==> src/rtl/irq_pkg.sv <==
package irq_pkg;
  localparam int NSEC = 4;
  localparam int SW   = 20;
  localparam int AW   = 12;
  localparam int DW   = 32;
  localparam logic [AW-1:0] SUM_OFS = 12'h018;
  localparam logic [AW-1:0] EN_GAP  = 12'h004;
  // section order fixes the summary bit position
  localparam logic [AW-1:0] STAT_OFS [NSEC] = '{12'h008, 12'h02C, 12'h04C, 12'h0A0};
endpackage

==> src/rtl/irq_section.sv <==
module irq_section #(
  parameter int SW = 20,
  parameter int DW = 32,
  parameter int AW = 12,
  parameter logic [AW-1:0] STAT_ADDR = '0,
  parameter logic [AW-1:0] EN_ADDR   = '0
) (
  input  logic          clk_i,
  input  logic          rst_ni,
  input  logic [SW-1:0] evt_i,
  input  logic [AW-1:0] addr_i,
  input  logic [DW-1:0] wdata_i,
  input  logic          we_i,
  output logic [SW-1:0] stat_o,
  output logic [SW-1:0] en_o,
  output logic          pend_o
);
  logic [SW-1:0] stat_q, en_q, clr_mask;

  assign clr_mask = (we_i && addr_i == STAT_ADDR) ? wdata_i[SW-1:0] : '0;

  always_ff @(posedge clk_i or negedge rst_ni) begin
    if (!rst_ni) begin
      stat_q <= '0;
      en_q   <= '0;
    end else begin
      // new events win over a same-cycle acknowledge
      stat_q <= (stat_q & ~clr_mask) | evt_i;
      if (we_i && addr_i == EN_ADDR) en_q <= wdata_i[SW-1:0];
    end
  end

  assign stat_o = stat_q;
  assign en_o   = en_q;
  assign pend_o = |(stat_q & en_q);
endmodule

==> src/rtl/irq_rdmux.sv <==
module irq_rdmux
  import irq_pkg::*;
(
  input  logic [AW-1:0]      addr_i,
  input  logic               re_i,
  input  logic [NSEC*SW-1:0] stat_i,
  input  logic [NSEC*SW-1:0] en_i,
  input  logic [NSEC-1:0]    sum_i,
  output logic [DW-1:0]      rdata_o
);
  always_comb begin
    rdata_o = '0;
    if (re_i) begin
      if (addr_i == SUM_OFS) rdata_o[NSEC-1:0] = sum_i;
      for (int s = 0; s < NSEC; s++) begin
        if (addr_i == STAT_OFS[s])          rdata_o[SW-1:0] = stat_i[s*SW +: SW];
        if (addr_i == STAT_OFS[s] + EN_GAP) rdata_o[SW-1:0] = en_i[s*SW +: SW];
      end
    end
  end
endmodule

==> src/rtl/irq_aggregator.sv <==
module irq_aggregator
  import irq_pkg::*;
(
  input  logic               clk_i,
  input  logic               rst_ni,
  input  logic [NSEC*SW-1:0] evt_i,
  input  logic [AW-1:0]      addr_i,
  input  logic [DW-1:0]      wdata_i,
  input  logic               we_i,
  input  logic               re_i,
  output logic [DW-1:0]      rdata_o,
  output logic               irq_no
);
  logic [NSEC*SW-1:0] stat_all, en_all;
  logic [NSEC-1:0]    sum;

  for (genvar s = 0; s < NSEC; s++) begin : g_sec
    irq_section #(
      .SW(SW), .DW(DW), .AW(AW),
      .STAT_ADDR(STAT_OFS[s]),
      .EN_ADDR(STAT_OFS[s] + EN_GAP)
    ) u_sec (
      .clk_i   (clk_i),
      .rst_ni  (rst_ni),
      .evt_i   (evt_i[s*SW +: SW]),
      .addr_i  (addr_i),
      .wdata_i (wdata_i),
      .we_i    (we_i),
      .stat_o  (stat_all[s*SW +: SW]),
      .en_o    (en_all[s*SW +: SW]),
      .pend_o  (sum[s])
    );
  end

  irq_rdmux u_rd (
    .addr_i  (addr_i),
    .re_i    (re_i),
    .stat_i  (stat_all),
    .en_i    (en_all),
    .sum_i   (sum),
    .rdata_o (rdata_o)
  );

  assign irq_no = ~|sum;
endmodule

==> config.mk <==
export PLATFORM = sky130hd
export DESIGN_NAME = irq_aggregator
export DESIGN_NICKNAME = d
export VERILOG_FILES = /design/src/rtl/irq_pkg.sv /design/src/rtl/irq_section.sv /design/src/rtl/irq_rdmux.sv /design/src/rtl/irq_aggregator.sv
export SDC_FILE = /design/constraint.sdc
export NUM_CORES = 1
export LEC_CHECK = 0
export BUFFER_PORTS_ARGS = -buffer_cell sky130_fd_sc_hd__buf_4
export CAP_MARGIN = 20
export CORE_ASPECT_RATIO = 0.9
export CORE_MARGIN = 3
export CORE_UTILIZATION = 45
export CTS_CLUSTER_SIZE = 8
export DETAILED_ROUTE_END_ITERATION = 16
export PLACE_DENSITY = 0.78
export SYNTH_ARGS = -nofsm -noshare
export SYNTH_HDL_FRONTEND = slang
export SYNTH_HIERARCHICAL = 1
export SYNTH_SLANG_ARGS = --single-unit
==> constraint.sdc <==
create_clock -name clk_i -period 4.4 [get_ports clk_i]
set_clock_uncertainty 0.1 [all_clocks]
set_input_delay 1.32 -clock clk_i [delete_from_list [all_inputs] [get_ports clk_i]]
set_output_delay 1.32 -clock clk_i [all_outputs]
set_load 0.1 [all_outputs]
==> out/summary.txt <==
Sw Ratio - 0.239
main area contributors after synthesis - dfrtp_1, mux2_4, a21o_1, nand2_1, a21oi_1
total gr overflow - 0
HP Class - flip-flop to flip-flop
Setup Crit Path Kind - input pin to output port
Crit Reg-Reg Endpoint - g_sec[2].u_sec/en_o[19]$_DFFE_PN0P_
Total GRT Usage - 0.268
vias in the first global route - 7920
switching power - 0.000800 W
DR vias - 7684
Initial Util - 0.461
drt total wl - 29.2 mm
Post-synth top cells - dfrtp_1, nand2_1, a21o_1, mux2_4, a21oi_1
Internal - 0.00254 W
Post-CTS Hold Fix Bufs - 0
RR Startpoint - g_sec[2].u_sec/en_o[19]$_DFFE_PN0P_
worst path required time - 2.98 ns
Leakage - 4.82 nW
Post-synth ARST share - 1.00
Synth Register Bits - 160
final count of negative-setup-slack endpoints - 20
layout cells sized above 1 - 0.417
nets@finish - 1101
most common cell in the netlist - dfrtp_1
die area - 21500 um^2
number of cells produced by synthesis - 804
post-route cell area - 12000 um^2
diode count - 0
number of flops mapped to enable cells by yosys - 0
non-filler cells, final - 1235
clock network power share - 0.451
Clock Pin Slew Worst Setup and Hold Paths - 0.06 ns
Hold Path Depth - 1
Final Hold Violating Endpoints - 0
CP Capture Type - output port
largest net degree at the start of global routing - 84
Seq/Total Area, Yosys - 0.451
logic gate share of total power - 0.107
global-route wire length before repair - 44.9 mm
top cell type's share of synthesized area - 0.451
violated checks - setup timing
Avg Inst Size Synth - 11.0 um^2
WL/cell - 23.7 um
highest-delay cell along the critical path - or4_4
Peak Freq - 211 MHz
Worst Tran Pin Value - 0.787 ns
PD cells - 279 nW/um^2
CTS sink cnt - 160
Placer Congestion - 0.929
Peak supply drop - 227 uV
Post-Place Cell Area - 10600 um^2
Die W - 154 um
Post-Place Worst Slack - -0.493 ns
worst path cell trace - buf_6 > or4_4 > or3_4 > buf_12 > buf_4 > o221ai_2 > o21ai_4 > buf_12
Slew Limit Fails - 0
crit-path max FO - 18
Core ar. - 19300 um^2
worst hold start - g_sec[1].u_sec/stat_o[2]$_DFF_PN0_
Root Buffer - clkbuf_16
CP startpoint kind - input pin
post-route ant nets - 0
worst setup path start - addr_i[11]
Main synth FF type - dfrtp_1
R2R setup slack - 3.47 ns
Die H - 139 um
status - finished with violations
Port-buffer cells - 136
Worst path max stage delay - 0.57 ns
Synth Cell Area - 8880 um^2
final worst setup slack - -0.329 ns
P&R area growth vs syn - 34.9%
part of the power in registers - 0.442
Clock Tree Buf Depth - 2
TritonCTS buffer count - 17
H-tree depth - 4
Worst Hold Path EP - g_sec[1].u_sec/stat_o[2]$_DFF_PN0_
count of cell types in the netlist - 53
cell count of the worst reg-to-reg path - 1
Vias/cell - 6.22
Initial DRT Pass Iterations - 9
max-cap viol count - 0
RSZ-0062 raised after global routing - yes
std cell rows - 48
min Tclk post-route - 4.73 ns
DRT iter0 DRCs - 911
Synth Warn # - 6
Final HPWL DP - 19.5 mm
initial antenna violation count - 0
io pins - 161
crit path DAT - 3.31 ns
Yosys top cell by area - dfrtp_1
Clock Latency Late Sink - 0.43 ns
Most common cell on crit path - buf_12
Post-route DRC - 0
Relative slew margins - 0.475
CTS tree - yes
Final Cycle Share - 1.07
placed cell count - 1199
## timing repair
item,in CTS,in global routing
cloned,1,1
endpoints found under the setup margin,20,20
pin swaps,13,16
resized for setup,112,21
setup buffers,1,3
## power by group through the flow
stage / registers, W / logic [W] / clock network, W
5_1_grt: 0.00148 / 0.000376 / 0.00160
2_1_floorplan: 0.00150 / 0.000150 / 0
6_report: 0.00148 / 0.000356 / 0.00151
3_5_place_dp: 0.00150 / 0.000340 / 0
4_1_cts: 0.00148 / 0.000352 / 0.00153
3_3_place_gp: 0.00150 / 0.000336 / 0
## cells by family (layout without fill, tap and decap cells)
family / Yosys count / in the layout / synth area share
buf+inv: 63 / 233 / 0.0452
mux: 84 / 84 / 0.140
compound gates: 280 / 280 / 0.237
other cells: 1 / 12 / 0.000422
simple gates: 216 / 216 / 0.127
flops: 160 / 160 / 0.451
## cells in the final DEF (no fill, tap or decap), types with 5 or more instances in the layout
cell | synthesis | final
mux2_4 | 80 | 80
a22o_1 | 16 | 16
a21o_1 | 81 | 81
dfrtp_1 | 160 | 160
nand2b_1 | 16 | 16
o2bb2ai_2 | 10 | 13
a221oi_1 | 16 | 15
o221ai_2 | 0 | 8
o211ai_1 | 6 | 6
a31oi_1 | 17 | 16
a21oi_1 | 38 | 12
o221ai_4 | 0 | 7
a21oi_4 | 0 | 7
o21ai_0 | 21 | 20
o21a_1 | 6 | 6
a2bb2oi_1 | 15 | 15
buf_4 | 18 | 164
a21oi_2 | 0 | 19
conb_1 | 1 | 12
buf_12 | 1 | 27
clkbuf_16 | 0 | 18
o21ai_4 | 0 | 17
and3_1 | 5 | 5
clkbuf_1 | 21 | 6
nand2_1 | 141 | 139
a22oi_1 | 8 | 8
buf_6 | 9 | 6
## metrics by stage
step | utilization | hold slack [ns] | total power (W) | setup TNS (ns)
6_report | 0.621 | 0.414 | 0.00334 | -5.71
5_1_grt | 0.621 | 0.425 | 0.00345 | -6.92
4_1_cts | 0.613 | 0.406 | 0.00336 | -6.16
3_5_place_dp | 0.552 | 0.390 | 0.00184 | -9.10
3_3_place_gp | 0.552 | 0.388 | 0.00184 | -8.83
2_1_floorplan | - | 0.366 | 0.00165 | -6.88
## final cells by class
class                           count  area [um^2]
Clock buffer                       26          489
Clock inverter                      5          103
Fill cell                        1459         7300
Inverter                            3         11.3
Multi-Input combinational cell    592         5170
Sequential cell                   160         4000
Tap cell                          250          313
Timing Repair Buffer              199         1890
## state kept, by name (all words and copies together), names as in the netlist
signal,flops
g_sec.u_sec/en_o,80
g_sec.u_sec/stat_o,80
## routing by layer
layer	up-vias	routed length [um]	GRT usage	part of all wire
li1	3310	-	-	-
met1	3851	11900	0.365	0.41
met2	454	13600	0.420	0.46
met3	69	2870	0.0647	0.098
met4	0	858	0.0953	0.029
met5	-	0	0	0
## worst max path at each step
stage / end / slack (ns) / depth (start not counted)
final: rdata_o[6] / -0.33 / 8
after detailed placement: rdata_o[13] / -0.49 / 8
after floorplan: rdata_o[16] / -0.43 / 8
after global routing: rdata_o[19] / -0.38 / 9
after global placement: rdata_o[8] / -0.47 / 8
after CTS: rdata_o[6] / -0.36 / 8
## worst max-delay path: cells and delay by family
kind | cells | cell delay, ns
AOI/OAI and AO/OA | 2 | 0.32
and+or+nand+nor | 2 | 0.99
buffers and inverters | 4 | 0.67
(Power assumes the default switching activity.)
